==> src/rtl/sclPresPkg.sv <==
package sclPresPkg;
  // control -> phase datapath
  typedef struct packed {
    logic step;   // advance the 22-step counter this cycle
  } presStrobe_t;

  // phase datapath -> control
  typedef struct packed {
    logic wrap;   // SCL period boundary taken this cycle
    logic hold;   // line stretched by a slave, freeze everything
  } phaseFb_t;
endpackage

==> src/rtl/sclPresCtl.sv <==
module sclPresCtl
  import sclPresPkg::*;
#(
  parameter int A_W = 2,
  parameter int B_W = 6
) (
  input  logic           clk,
  input  logic           rstN,
  input  logic           enable,
  input  logic [A_W-1:0] divA,
  input  logic [B_W-1:0] divB,
  input  phaseFb_t       fb,
  output presStrobe_t    strb
);
  logic [A_W-1:0] aLat, aCnt;
  logic [B_W-1:0] bLat, bCnt;
  logic aTerm, bTerm;

  assign aTerm     = (aCnt == aLat);
  assign bTerm     = (bCnt == bLat);
  assign strb.step = enable && !fb.hold && aTerm && bTerm;

  always_ff @(posedge clk) begin
    if (!rstN) begin
      aCnt <= '0;
      bCnt <= '0;
      aLat <= '0;
      bLat <= '0;
    end else if (!enable) begin
      aCnt <= '0;
      bCnt <= '0;
      aLat <= divA;
      bLat <= divB;
    end else if (!fb.hold) begin
      if (aTerm) begin
        aCnt <= '0;
        bCnt <= bTerm ? '0 : bCnt + 1'b1;
      end else begin
        aCnt <= aCnt + 1'b1;
      end
      // new divisors only at the period boundary
      if (fb.wrap) begin
        aLat <= divA;
        bLat <= divB;
      end
    end
  end
endmodule

==> src/rtl/sclPresPhase.sv <==
module sclPresPhase
  import sclPresPkg::*;
#(
  parameter int BASE_COUNT = 22
) (
  input  logic        clk,
  input  logic        rstN,
  input  logic        enable,
  input  logic        sclIn,
  input  presStrobe_t strb,
  output phaseFb_t    fb,
  output logic        tick,
  output logic [1:0]  quarter,
  output logic        sclOut
);
  localparam int CW     = $clog2(BASE_COUNT);
  localparam int LOW_N  = BASE_COUNT / 2;
  localparam int Q1_PT  = LOW_N / 2;
  localparam int Q3_PT  = LOW_N + (BASE_COUNT - LOW_N) / 2;
  localparam int LAST   = BASE_COUNT - 1;

  logic [CW-1:0] phase, phaseNxt;
  logic          running, highHalf;
  logic          hitQ;
  logic [1:0]    hitCode;

  assign highHalf = (phase >= CW'(LOW_N));
  assign sclOut   = !running || highHalf;
  assign fb.hold  = running && highHalf && !sclIn;
  assign fb.wrap  = strb.step && (phase == CW'(LAST));
  assign phaseNxt = (phase == CW'(LAST)) ? '0 : phase + 1'b1;

  always_comb begin
    hitQ    = 1'b1;
    hitCode = 2'd0;
    if (phaseNxt == CW'(0))          hitCode = 2'd0;
    else if (phaseNxt == CW'(Q1_PT)) hitCode = 2'd1;
    else if (phaseNxt == CW'(LOW_N)) hitCode = 2'd2;
    else if (phaseNxt == CW'(Q3_PT)) hitCode = 2'd3;
    else                             hitQ    = 1'b0;
  end

  always_ff @(posedge clk) begin
    if (!rstN) begin
      phase   <= '0;
      running <= 1'b0;
      tick    <= 1'b0;
      quarter <= 2'd0;
    end else begin
      running <= enable;
      if (!enable) begin
        phase   <= '0;
        tick    <= 1'b0;
        quarter <= 2'd0;
      end else begin
        tick <= 1'b0;
        if (strb.step) begin
          phase <= phaseNxt;
          if (hitQ) begin
            tick    <= 1'b1;
            quarter <= hitCode;
          end
        end
      end
    end
  end
endmodule

==> src/rtl/sclPrescaler.sv <==
module sclPrescaler
  import sclPresPkg::*;
#(
  parameter int BASE_COUNT = 22,
  parameter int A_W        = 2,
  parameter int B_W        = 6
) (
  input  logic           clk,
  input  logic           rstN,
  input  logic           enable,
  input  logic [A_W-1:0] divA,
  input  logic [B_W-1:0] divB,
  input  logic           sclIn,
  output logic           tick,
  output logic [1:0]     quarter,
  output logic           sclOut
);
  presStrobe_t strb;
  phaseFb_t    fb;

  sclPresCtl #(.A_W(A_W), .B_W(B_W)) u_ctl (
    .clk(clk), .rstN(rstN), .enable(enable),
    .divA(divA), .divB(divB), .fb(fb), .strb(strb)
  );

  sclPresPhase #(.BASE_COUNT(BASE_COUNT)) u_phase (
    .clk(clk), .rstN(rstN), .enable(enable), .sclIn(sclIn),
    .strb(strb), .fb(fb), .tick(tick), .quarter(quarter), .sclOut(sclOut)
  );
endmodule

==> config.mk <==
export PLATFORM = sky130hd
export DESIGN_NAME = sclPrescaler
export DESIGN_NICKNAME = d
export VERILOG_FILES = /design/src/rtl/sclPresPkg.sv /design/src/rtl/sclPresCtl.sv /design/src/rtl/sclPresPhase.sv /design/src/rtl/sclPrescaler.sv
export SDC_FILE = /design/constraint.sdc
export NUM_CORES = 1
export LEC_CHECK = 0
export CAP_MARGIN = 0
export CORE_AREA = 10 10 65 73
export DETAILED_ROUTE_END_ITERATION = 7
export DIE_AREA = 0 0 75 83
export PLACE_DENSITY_LB_ADDON = 0.05
export SYNTH_ARGS = -nofsm -noshare
export SYNTH_HDL_FRONTEND = slang
export SYNTH_SLANG_ARGS = --single-unit
==> constraint.sdc <==
create_clock -name clk -period 2.1 [get_ports clk]
set_input_delay 0.21 -clock clk [delete_from_list [all_inputs] [get_ports clk]]
set_output_delay 0.21 -clock clk [all_outputs]
set_load 0.01 [all_outputs]
==> impl_metrics.json <==
{
  "status": "complete, no violations",
  "synth.area.top_cells": "dfxtp_1 (35%), xnor2_1 (9.2%), mux2i_1 (8.4%)",
  "fp.dieH_um": 83,
  "rr_worst_depth": 8,
  "synth-seq-area-share_pct": 34.9,
  "die_width_um": 75,
  "grt_max_degree": 20,
  "slew_headroom_pct": 62.8,
  "grt_first_pass_wirelength_um": 5040,
  "place_congestion": 0.755,
  "p_leak_nw": 0.694,
  "total_power_mw": 0.927,
  "gr-usage-all-layers_pct": 9.77,
  "grt_antenna_before_repair": 0,
  "initialDrtViolationCount": 27,
  "dpl.hpwl_um": 2300,
  "first_pass_iters": 4,
  "netlist_instances": 163,
  "use_met1_pct": 10.9,
  "crit_type": "flip-flop to flip-flop",
  "critPathTopFamily": "compound AO/OA/AOI/OAI gates",
  "layout_setup_ws_ns": 0.110,
  "setup_viol": 0,
  "ys_ff_latch": 25,
  "rows": 22,
  "p_per_area_nw_per_um2": 545,
  "hold_class": "primary input to flip-flop",
  "path_max_fanout": 14,
  "cp_num_buf_inv": 2,
  "required_ns": 2.35,
  "max_freq_mhz": 502,
  "worstSkewPairLatency_ns": 0.31,
  "area_delta_synth_final_pct": 18.7,
  "min_period_ns": 1.99,
  "fill_cells": 331,
  "hold_violations": 0,
  "num_vias": 1157,
  "slowest_stage": "dfxtp_2",
  "antenna_cells": 0,
  "cp_cell_sequence": "ha_1 > a211o_1 > a32o_1 > nor4_4 > buf_6 > buf_4 > nor2_1 > a211oi_2",
  "htreeDepth": 1,
  "die-area_um2": 6230,
  "core_area_um2": 3280,
  "port_buffers": 15,
  "hold_end": "u_ctl.aLat[0]$_SDFFE_PN0P_",
  "layout_worst_path_cycle_share_pct": 94.8,
  "synth_edf_count": 0,
  "viasPerCell": 5.24,
  "synth_top_area_cell": "dfxtp_1",
  "drc": 0,
  "end_kind": "flip-flop",
  "cts_buffers": 3,
  "synth_top_area_share_pct": 34.9,
  "wirelength_um": 2950,
  "cpPeakStageDelay_ns": 0.37,
  "worstSetupStartpointType": "flip-flop",
  "drv_slew": 0,
  "grt_pass1_vias": 1146,
  "synth_ff_type": "dfxtp_1",
  "final_antenna_net_count": 0,
  "final.setup.tns_ns": 0,
  "grt-ovfl-total": 0,
  "crit_arrival_ns": 2.24,
  "yosys_warnings": 0,
  "vdd_ir_drop_max_mv": 0.334,
  "synth-async-reset-ratio_pct": 0,
  "busiest_layer": "met2",
  "clock_path_buffers": 2,
  "nNetsFinal": 203,
  "drive_gt1_share_pct": 13.0,
  "clock-root-buffer": "clkbuf_4",
  "met2_usage_pct": 17.3,
  "num_io_pins": 16,
  "r2r_start": "u_phase.phase[1]$_SDFFE_PN0N_",
  "clock_sinks": 25,
  "min-delay-start": "divA[0]",
  "skew_ns": 0.00223,
  "hold_depth": 3,
  "rsz0062_at_grt": "no",
  "cts_tree": "done",
  "start_util_pct": 43.7,
  "ys_types": 37,
  "met3_usage_pct": 1.79,
  "dp_slack_ns": -0.120,
  "maxCapViolCount": 0,
  "netlist_area_um2": 1430,
  "yosysMostFrequentCell": "dfxtp_1",
  "clk_pin_slew_ns": 0.13,
  "synth_common_cells": "dfxtp_1 (25), nand2_1 (24), xnor2_1 (15), mux2i_1 (12), nor3_1 (11)",
  "synth.avg_cell_area_um2": 8.79,
  "r2r-end": "u_phase.phase[3]$_SDFFE_PN0N_",
  "r2r_slack_ns": 0.11,
  "worst_pin_slew_ns": 0.554,
  "synth_nets": 180,
  "wire_per_inst_um": 13.3
}
metal layers:
metal | part of all wire, % | vias up
met5 | 0 | -
met4 | 1.3 | 0
met2 | 52 | 17
li1 | - | 607
met3 | 3.3 | 4
met1 | 43 | 529
tightest hold or removal path: stages:
cell,delay (ns)
clkdlybuf4s50_1,0.39
nand2_1,0.05
mux2i_1,0.05
final cells by class:
class / instances / area, um^2 / share of cell area, %
multi-input combinational: 122 / 846 / 49.7
sequential: 25 / 502 / 29.5
timing repair buffer: 29 / 262 / 15.4
tap: 36 / 45.0 / 2.65
clock buffer: 3 / 22.5 / 1.32
inverter: 5 / 18.8 / 1.10
clock inverter: 1 / 5.00 / 0.294
cells by family after synthesis:
family | count (synthesis) | share of synthesized area, %
adder cells (fa/ha/maj) | 5 | 4.37
XOR/XNOR | 15 | 9.17
AO/OA/AOI/OAI | 24 | 11.8
buffers and inverters | 16 | 6.64
flip-flops | 25 | 34.9
AND/OR/NAND/NOR | 66 | 24.7
multiplexers | 12 | 8.38
placed cells by master, fill, tap and decap left out, types with 2 or more instances in the layout:
| cell type | netlist | layout |
|---|---|---|
| dfxtp_1 | 25 | 24 |
| xnor2_1 | 15 | 15 |
| a21oi_1 | 9 | 9 |
| nor3_1 | 11 | 11 |
| mux2i_1 | 12 | 12 |
| nand3_1 | 3 | 3 |
| inv_1 | 5 | 5 |
| o211a_1 | 2 | 2 |
| nand2b_1 | 3 | 3 |
| and3b_1 | 4 | 4 |
| ha_1 | 5 | 5 |
| buf_4 | 1 | 13 |
| nand4_1 | 2 | 2 |
| o21ai_0 | 3 | 3 |
| nand2_1 | 24 | 24 |
| clkbuf_4 | 0 | 3 |
| a211oi_2 | 2 | 2 |
| and3_1 | 2 | 2 |
| nor2_1 | 8 | 8 |
| and4b_1 | 2 | 2 |
| clkdlybuf4s50_1 | 0 | 14 |
stage by stage:
step	hold WS, ns	instances	util [%]	cell area (um^2)
5_1_grt	0.403	221	51.9	1700
3_5_place_dp	0.459	214	49.9	1630
2_1_floorplan	0.349	163	-	1430
6_report	0.427	221	51.9	1700
3_3_place_gp	0.453	214	49.9	1630
4_1_cts	0.425	218	51.0	1670
registers in the layout (all words and copies together) (netlist names):
register	cells
u_ctl.aLat	2
u_phase.quarter	2
u_ctl.bLat	6
u_phase.tick	1
u_ctl.bCnt	6
u_ctl.aCnt	2
u_phase.running	1
u_phase.phase	5
how the worst max path moves through the flow:
stage / from / to / slack, ns / cells past startpoint
floorplan: u_phase.phase[0]$_SDFFE_PN0N_ / u_phase.phase[3]$_SDFFE_PN0N_ / 0.02 / 10
global placement: sclIn / u_ctl.aLat[0]$_SDFFE_PN0P_ / -0.08 / 6
detailed placement: sclIn / u_ctl.bLat[4]$_SDFFE_PN0P_ / -0.12 / 6
CTS: u_phase.phase[1]$_SDFFE_PN0N_ / sclOut / 0.01 / 5
global route: u_phase.phase[1]$_SDFFE_PN0N_ / u_phase.quarter[1]$_SDFFE_PN0P_ / 0.002 / 7
finish: u_phase.phase[1]$_SDFFE_PN0N_ / u_phase.phase[3]$_SDFFE_PN0N_ / 0.11 / 8
power by group:
group          total (mW)  switching [mW]  internal, mW
clock network       0.213           0.142        0.0713
logic               0.204           0.101         0.104
registers           0.510          0.0168         0.493
what timing repair did:
action	in CTS	in global routing
setup buffers	0	3
hold buffers	0	0
gates cloned	0	0
resized for setup	2	3
endpoints found under the setup margin	8	5
Note: power is estimated with default switching activity, not from simulation.
